$ cat config.mk
export PLATFORM = sky130hd
export DESIGN_NAME = sar_conv_engine
export DESIGN_NICKNAME = d
export VERILOG_FILES = /design/src/rtl/sar_pkg.sv /design/src/rtl/sar_clk_div.sv /design/src/rtl/sar_sequencer.sv /design/src/rtl/sar_search.sv /design/src/rtl/sar_conv_engine.sv
export SDC_FILE = /design/constraint.sdc
export NUM_CORES = 1
export LEC_CHECK = 0
export CAP_MARGIN = 10
export CORE_ASPECT_RATIO = 2
export CORE_UTILIZATION = 54
export DETAILED_ROUTE_END_ITERATION = 7
export PLACE_DENSITY = 0.8
export SYNTH_ARGS = -nofsm -noshare
export SYNTH_HDL_FRONTEND = slang
export SYNTH_SLANG_ARGS = --single-unit
$ cat constraint.sdc
create_clock -name clk -period 2.1 [get_ports clk]
set_input_delay 0.315 -clock clk [delete_from_list [all_inputs] [get_ports clk]]
set_output_delay 0.315 -clock clk [all_outputs]
set_load 0.03 [all_outputs]
$ cat src/rtl/sar_pkg.sv
package sar_pkg;
  localparam int PRS_W     = 5;   // prescaler field width
  localparam int PRS_VAL_W = 3;   // low bits that hold valid codes
  localparam int SMP_W     = 2;   // sample-length code width
  localparam int NB_HI     = 10;  // high-resolution bit count (DAC width)
  localparam int NB_LO     = 8;   // low-resolution bit count
  localparam int SLOTS     = 16;  // non-sample conversion clocks

  typedef enum logic [1:0] {
    PH_IDLE   = 2'd0,
    PH_SAMPLE = 2'd1,
    PH_PAD    = 2'd2,
    PH_BITS   = 2'd3
  } sar_phase_e;
endpackage

$ cat src/rtl/sar_clk_div.sv
module sar_clk_div #(
  parameter int PRS_W     = 5,
  parameter int PRS_VAL_W = 3
) (
  input  logic             clk,
  input  logic             rst,
  input  logic             clear,
  input  logic             run,
  input  logic [PRS_W-1:0] prs_code,
  output logic             tick
);
  localparam int CNT_W = PRS_VAL_W + 1;

  logic [PRS_VAL_W-1:0] eff_code;
  logic [CNT_W-1:0]     limit;
  logic [CNT_W-1:0]     cnt_q;

  // reserved codes fall back to the largest valid divisor
  always_comb begin
    if (|prs_code[PRS_W-1:PRS_VAL_W]) eff_code = '1;
    else                              eff_code = prs_code[PRS_VAL_W-1:0];
    limit = {eff_code, 1'b1};          // divisor - 1 = 2*eff + 1
  end

  always_ff @(posedge clk) begin
    if (rst || clear || !run) cnt_q <= '0;
    else if (cnt_q == limit)  cnt_q <= '0;
    else                      cnt_q <= cnt_q + 1'b1;
  end

  assign tick = run && (cnt_q == limit);

  // divisor is at least two, so ticks never come back to back
  a_r6_tick_gap: assert property (@(posedge clk) disable iff (rst)
    tick |=> !tick);
endmodule

$ cat src/rtl/sar_sequencer.sv
module sar_sequencer
  import sar_pkg::*;
#(
  parameter int SMP_W  = 2,
  parameter int NB_MAX = 10,
  parameter int NB_MIN = 8,
  parameter int SLOT_N = 16
) (
  input  logic             clk,
  input  logic             rst,
  input  logic             pwr_en,
  input  logic             start,
  input  logic             tick,
  input  logic [SMP_W-1:0] smp_code,
  input  logic             res8,
  output logic             accept,
  output logic             busy_q,
  output logic             sample_q,
  output logic             load,
  output logic             step,
  output logic             last
);
  localparam int CNT_W = $clog2(SLOT_N) + 1;

  sar_phase_e       phase_q;
  logic [CNT_W-1:0] cnt_q;
  logic [CNT_W-1:0] pad_last;
  logic [CNT_W-1:0] bits_last;
  logic [CNT_W-1:0] smp_last;

  always_comb begin
    pad_last  = res8 ? CNT_W'(SLOT_N - NB_MIN - 1) : CNT_W'(SLOT_N - NB_MAX - 1);
    bits_last = res8 ? CNT_W'(NB_MIN - 1) : CNT_W'(NB_MAX - 1);
    smp_last  = CNT_W'((32'd2 << smp_code) - 32'd1);
  end

  assign accept = pwr_en && start && (phase_q == PH_IDLE);
  assign load   = pwr_en && tick && (phase_q == PH_PAD) && (cnt_q == '0);
  assign step   = pwr_en && tick && (phase_q == PH_BITS);
  assign last   = (cnt_q == '0);

  always_ff @(posedge clk) begin
    if (rst) begin
      phase_q  <= PH_IDLE;
      cnt_q    <= '0;
      busy_q   <= 1'b0;
      sample_q <= 1'b0;
    end else if (!pwr_en) begin
      phase_q  <= PH_IDLE;
      cnt_q    <= '0;
      busy_q   <= 1'b0;
      sample_q <= 1'b0;
    end else begin
      unique case (phase_q)
        PH_IDLE: if (start) begin
          phase_q  <= PH_SAMPLE;
          cnt_q    <= smp_last;
          busy_q   <= 1'b1;
          sample_q <= 1'b1;
        end
        PH_SAMPLE: if (tick) begin
          if (cnt_q == '0) begin
            phase_q  <= PH_PAD;
            cnt_q    <= pad_last;
            sample_q <= 1'b0;
          end else cnt_q <= cnt_q - 1'b1;
        end
        PH_PAD: if (tick) begin
          if (cnt_q == '0) begin
            phase_q <= PH_BITS;
            cnt_q   <= bits_last;
          end else cnt_q <= cnt_q - 1'b1;
        end
        PH_BITS: if (tick) begin
          if (cnt_q == '0) begin
            phase_q <= PH_IDLE;
            busy_q  <= 1'b0;
          end else cnt_q <= cnt_q - 1'b1;
        end
        default: phase_q <= PH_IDLE;
      endcase
    end
  end

  // a cleared power enable leaves the engine idle next cycle
  a_r8_power_off_idle: assert property (@(posedge clk) disable iff (rst)
    !pwr_en |=> (!busy_q && !sample_q));
  // sampling only happens inside a conversion
  a_r4_sample_in_busy: assert property (@(posedge clk) disable iff (rst)
    sample_q |-> busy_q);
  // a running conversion only ends by its last step or by power loss
  a_r9_no_restart: assert property (@(posedge clk) disable iff (rst)
    (busy_q && pwr_en && !(step && last)) |=> busy_q);
endmodule

$ cat src/rtl/sar_search.sv
module sar_search #(
  parameter int NB_MAX = 10,
  parameter int NB_MIN = 8
) (
  input  logic              clk,
  input  logic              rst,
  input  logic              abort,
  input  logic              res8,
  input  logic              load,
  input  logic              step,
  input  logic              last,
  input  logic              comp,
  output logic [NB_MAX-1:0] trial_q,
  output logic [NB_MAX-1:0] result_q,
  output logic              done_q
);
  localparam int LO_SHIFT = NB_MAX - NB_MIN;
  localparam logic [NB_MAX-1:0] MSB_ONLY = {1'b1, {(NB_MAX-1){1'b0}}};

  logic [NB_MAX-1:0] mask_q;
  logic [NB_MAX-1:0] kept;
  logic [NB_MAX-1:0] final_code;

  always_comb begin
    kept       = comp ? trial_q : (trial_q & ~mask_q);
    final_code = res8 ? (kept >> LO_SHIFT) : kept;
  end

  always_ff @(posedge clk) begin
    if (rst) begin
      trial_q  <= '0;
      mask_q   <= '0;
      result_q <= '0;
      done_q   <= 1'b0;
    end else begin
      done_q <= 1'b0;
      if (abort) begin
        trial_q <= '0;
        mask_q  <= '0;
      end else if (load) begin
        trial_q <= MSB_ONLY;
        mask_q  <= MSB_ONLY;
      end else if (step) begin
        if (last) begin
          result_q <= final_code;
          trial_q  <= '0;
          mask_q   <= '0;
          done_q   <= 1'b1;
        end else begin
          trial_q <= kept | (mask_q >> 1);
          mask_q  <= mask_q >> 1;
        end
      end
    end
  end

  // completion pulse lasts one cycle
  a_r7_done_single: assert property (@(posedge clk) disable iff (rst)
    done_q |=> !done_q);
  // the stored result moves only together with the pulse
  a_r7_result_hold: assert property (@(posedge clk) disable iff (rst)
    !done_q |-> $stable(result_q));
  // the search opens at the most significant bit
  a_r11_msb_first: assert property (@(posedge clk) disable iff (rst)
    (load && !abort) |=> (trial_q == MSB_ONLY));
  // low-resolution trials never touch the unused low DAC bits
  a_r3_low_bits_zero: assert property (@(posedge clk) disable iff (rst)
    res8 |-> (trial_q[LO_SHIFT-1:0] == '0));
endmodule

$ cat src/rtl/sar_conv_engine.sv
module sar_conv_engine
  import sar_pkg::*;
(
  input  logic             clk,
  input  logic             rst,
  input  logic             pwr_en,
  input  logic             start,
  input  logic [PRS_W-1:0] prs_sel,
  input  logic [SMP_W-1:0] smp_sel,
  input  logic             res8_sel,
  input  logic             cmp_in,
  output logic [NB_HI-1:0] trial_code,
  output logic             sample_en,
  output logic             busy,
  output logic             done,
  output logic [NB_HI-1:0] result
);
  logic             accept, tick, load, step, last;
  logic [PRS_W-1:0] prs_q;
  logic             res8_q;

  // settings captured once per conversion
  always_ff @(posedge clk) begin
    if (rst) begin
      prs_q  <= '0;
      res8_q <= 1'b0;
    end else if (accept) begin
      prs_q  <= prs_sel;
      res8_q <= res8_sel;
    end
  end

  sar_clk_div #(.PRS_W(PRS_W), .PRS_VAL_W(PRS_VAL_W)) div_i (
    .clk      (clk),
    .rst      (rst),
    .clear    (accept),
    .run      (busy),
    .prs_code (prs_q),
    .tick     (tick)
  );

  sar_sequencer #(.SMP_W(SMP_W), .NB_MAX(NB_HI), .NB_MIN(NB_LO), .SLOT_N(SLOTS)) seq_i (
    .clk      (clk),
    .rst      (rst),
    .pwr_en   (pwr_en),
    .start    (start),
    .tick     (tick),
    .smp_code (smp_sel),
    .res8     (res8_q),
    .accept   (accept),
    .busy_q   (busy),
    .sample_q (sample_en),
    .load     (load),
    .step     (step),
    .last     (last)
  );

  sar_search #(.NB_MAX(NB_HI), .NB_MIN(NB_LO)) srch_i (
    .clk      (clk),
    .rst      (rst),
    .abort    (!pwr_en),
    .res8     (res8_q),
    .load     (load),
    .step     (step),
    .last     (last),
    .comp     (cmp_in),
    .trial_q  (trial_code),
    .result_q (result),
    .done_q   (done)
  );

  // the pulse marks the cycle in which busy has just fallen
  a_r7_done_ends_busy: assert property (@(posedge clk) disable iff (rst)
    done |-> $fell(busy));
  // no trial level is driven while the input is tracked
  a_r4_no_trial_sampling: assert property (@(posedge clk) disable iff (rst)
    sample_en |-> (trial_code == '0));
endmodule

==> run_results.csv <==
group,metric,value,unit
outcome,status,"completed",
grt,met1_usage,0.257,
finish,final_nets,353,
critical_path,worstSetupEndpointType,"register",
route,drc,0,
timing,relSlewSlack,0.677,
timing,min_period,2.04,ns
critical_path,path_cells,"or4_4 > a21oi_2 > o21a_1 > and3_4 > buf_12 > mux2i_1 > nor2_1",
floorplan,placementRows,34,
grt,overflow,0,
power,leakagePower,0.00114,µW
finish,area_growth,26.7,%
critical_path,required,2.31,ns
timing,fmax,491,MHz
route,vias,2229,
synth,async_flop_share,0,
timing,hold_viol,0,
synth,synth_top_flop_cell,"dfxtp_1",
timing,tightest_slew,0.479,ns
route,detail-route-antenna-nets,0,
critical_path,crit_buf_inv,1,
clock_network,cts_max_path_buffers,2,
finish,stdcell_count,389,
placement,hpwl,4370,µm
critical_path,crit_type,"reg2reg",
finish,antenna_cells,0,
floorplan,chipHeight,96.6,µm
synth,syn_area,0.00241,mm²
synth,syn_avg_cell_area,8.36,µm²
timing,setup_viol,0,
synth,synth_seq_cells,50,
grt,grt_util_met3,0.0454,
clock_network,clkSinkCount,50,
power,seqPwrFrac,0.515,
critical_path,worstPathArrival,2.25,ns
route,routed_wl,5990,µm
clock_network,ctsHoldBuffers,0,
synth,postSynthCellCount,289,
grt,grt_usage,0.268,
critical_path,critPathTopFamily,"simple AND/OR/NAND/NOR gates",
grt,grt_pass1_vias,2205,
route,drt_iter0_drc,63,
clock_network,worstSkewPairLatency,0.31,ns
critical_path,cp_num_cells,7,
timing,fin_skew,0.00499,ns
synth,synth_cell_types,38,
power,p_sw,485,µW
critical_path,critPathMaxStageDelay,0.56,ns
grt,grt_antenna_before_repair,0,
floorplan,core,0.00430,mm²
synth,seq_area_frac_synth,0.415,
clock_network,clkTransAtPathRegs,0.09,ns
power,power_density,624,mW/mm²
worst_hold_path,whs_path_depth,2,
placement,io_buffers,35,
power,p_int,1420,µW
job,drv_cap,0,
finish,drive_gt1_frac,0.110,
synth,synth_edf_count,0,
critical_path,r2r_setup_slack,0.06,ns
synth,ys_warn_count,0,
placement,gp_congestion,1.01,
clock_network,numCtsBuffers,5,
synth,postSynthNetCount,308,
critical_path,r2r_cells,7,
grt,top_usage_layer,"met2",
placement,dp_cells,379,
power,p_comb_frac,0.129,
clock_network,htreeDepth,2,
critical_path,start_kind,"register",
power,clkPwrFrac,0.356,
worst_hold_path,hp-class,"reg2reg",
floorplan,num_io_pins,36,
power,ir_drop,0.467,mV
floorplan,start_util,0.562,
critical_path,crit_fanout,16,
power,switching_share,0.254,
grt,grt_max_degree,19,
floorplan,die_area,0.00476,mm²
clock_network,cts_root_buf,"clkbuf_8",
route,drt_pre_antenna_iters,4,
floorplan,die_x,49.3,µm
timing,drv_slew,0,
route,wl_per_cell,15.4,µm
grt,use_met2,0.493,
critical_path,slowest_stage,"or4_4",
route,viasPerCell,5.73,
grt,grt_first_pass_wirelength,9660,µm
timing,whs,0.454,ns
clock_network,cts_tree,"yes",
timing,finalCritPeriodShare,0.969,
==> state kept, by name (all words and copies together), names as in the netlist <==
signal	cells
prs_q	5
srch_i.mask_q	10
srch_i.done_q	1
srch_i.trial_q	10
srch_i.result_q	10
seq_i.cnt_q	5
div_i.cnt_q	4
seq_i.busy_q	1
seq_i.phase_q	2
res8_q	1
seq_i.sample_q	1
==> layout by cell type (no fill, tap or decap), drive strengths merged, types with 4 or more instances in the layout <==
cell type	netlist	routed
a211o	4	4
a21oi	32	32
buf	7	17
clkbuf	7	6
clkdlybuf4s50	0	35
dfxtp	50	50
ha	6	6
inv	18	18
mux2i	30	30
nand2	26	26
nand2b	4	4
nand3	14	14
nor2	37	37
o21ai	19	19
==> Yosys cell counts (all sizes together), types with 4 or more instances <==
cell type | number | share of area
buf | 7 | 0.021
nand2b | 4 | 0.010
nand2 | 26 | 0.040
inv | 18 | 0.028
nand3 | 14 | 0.029
mux2i | 30 | 0.12
a211o | 4 | 0.015
dfxtp | 50 | 0.41
o21ai | 19 | 0.039
nor2 | 37 | 0.059
ha | 6 | 0.031
a21oi | 32 | 0.069
clkbuf | 7 | 0.011
==> power by group through the flow <==
| stage | Combinational (µW) | Clock, µW | Sequential [µW] |
|---|---|---|---|
| 3_5_place_dp | 236 | 0 | 1000 |
| 5_1_grt | 269 | 729 | 985 |
| 3_3_place_gp | 230 | 0 | 1000 |
| 4_1_cts | 238 | 686 | 981 |
| 6_report | 247 | 680 | 983 |
| 2_1_floorplan | 147 | 0 | 1000 |
==> cells by family after synthesis <==
family | synth area share
simple gates | 0.181
flops | 0.415
xor+xnor | 0.0181
fa+ha+maj | 0.0311
compound gates | 0.171
mux | 0.124
buf+inv | 0.0601
==> metrics by stage <==
stage | worst slack (ns) | util | setup TNS, ns | total power (µW) | area [µm²]
2_1_floorplan | 0.174 | - | 0 | 1150 | 2410
3_3_place_gp | 0.0425 | 0.673 | 0 | 1230 | 2890
3_5_place_dp | 0.0178 | 0.673 | 0 | 1240 | 2890
4_1_cts | 0.0524 | 0.699 | 0 | 1910 | 3000
5_1_grt | -0.0191 | 0.712 | -0.0479 | 1980 | 3060
6_report | 0.0645 | 0.712 | 0 | 1910 | 3060
==> per-layer routing <==
metal / wire length [µm] / vias up
met5: 0 / -
li1: - / 1096
met3: 179 / 23
met4: 332 / 0
met1: 2200 / 1060
met2: 3270 / 50
==> worst paths after layout <==
path,start,end
worst max register to register,prs_q[2]$_SDFFE_PP0P_,srch_i.trial_q[8]$_SDFFE_PP0P_
worst min register to register,srch_i.result_q[8]$_SDFFE_PP0P_,srch_i.result_q[8]$_SDFFE_PP0P_
worst min-delay path,srch_i.result_q[8]$_SDFFE_PP0P_,srch_i.result_q[8]$_SDFFE_PP0P_
worst max-delay path,prs_q[2]$_SDFFE_PP0P_,srch_i.trial_q[8]$_SDFFE_PP0P_
==> area by class of cell <==
type	count	area [µm²]
fill	344	1240
clock inverter	2	37.5
multi-input combinational	207	1310
timing repair buffer	52	507
inverter	18	67.6
tap	54	67.6
clock buffer	6	72.6
sequential	50	1000
==> worst reg2reg max path: cells and delay by family, from the launching register on <==
family	cells	cell delay (ns)
flip-flops	1	0.34
multiplexers	1	0.19
buffers and inverters	1	0.15
AND/OR/NAND/NOR	3	0.83
AO/OA/AOI/OAI	2	0.43
==> timing repair <==
item,in CTS,in global routing
setup buffers,0,2
setup endpoints to repair,1,34
gates cloned,0,0
pin swaps,0,2
resized for setup,1,11
Power figures use the tool's default switching activity.
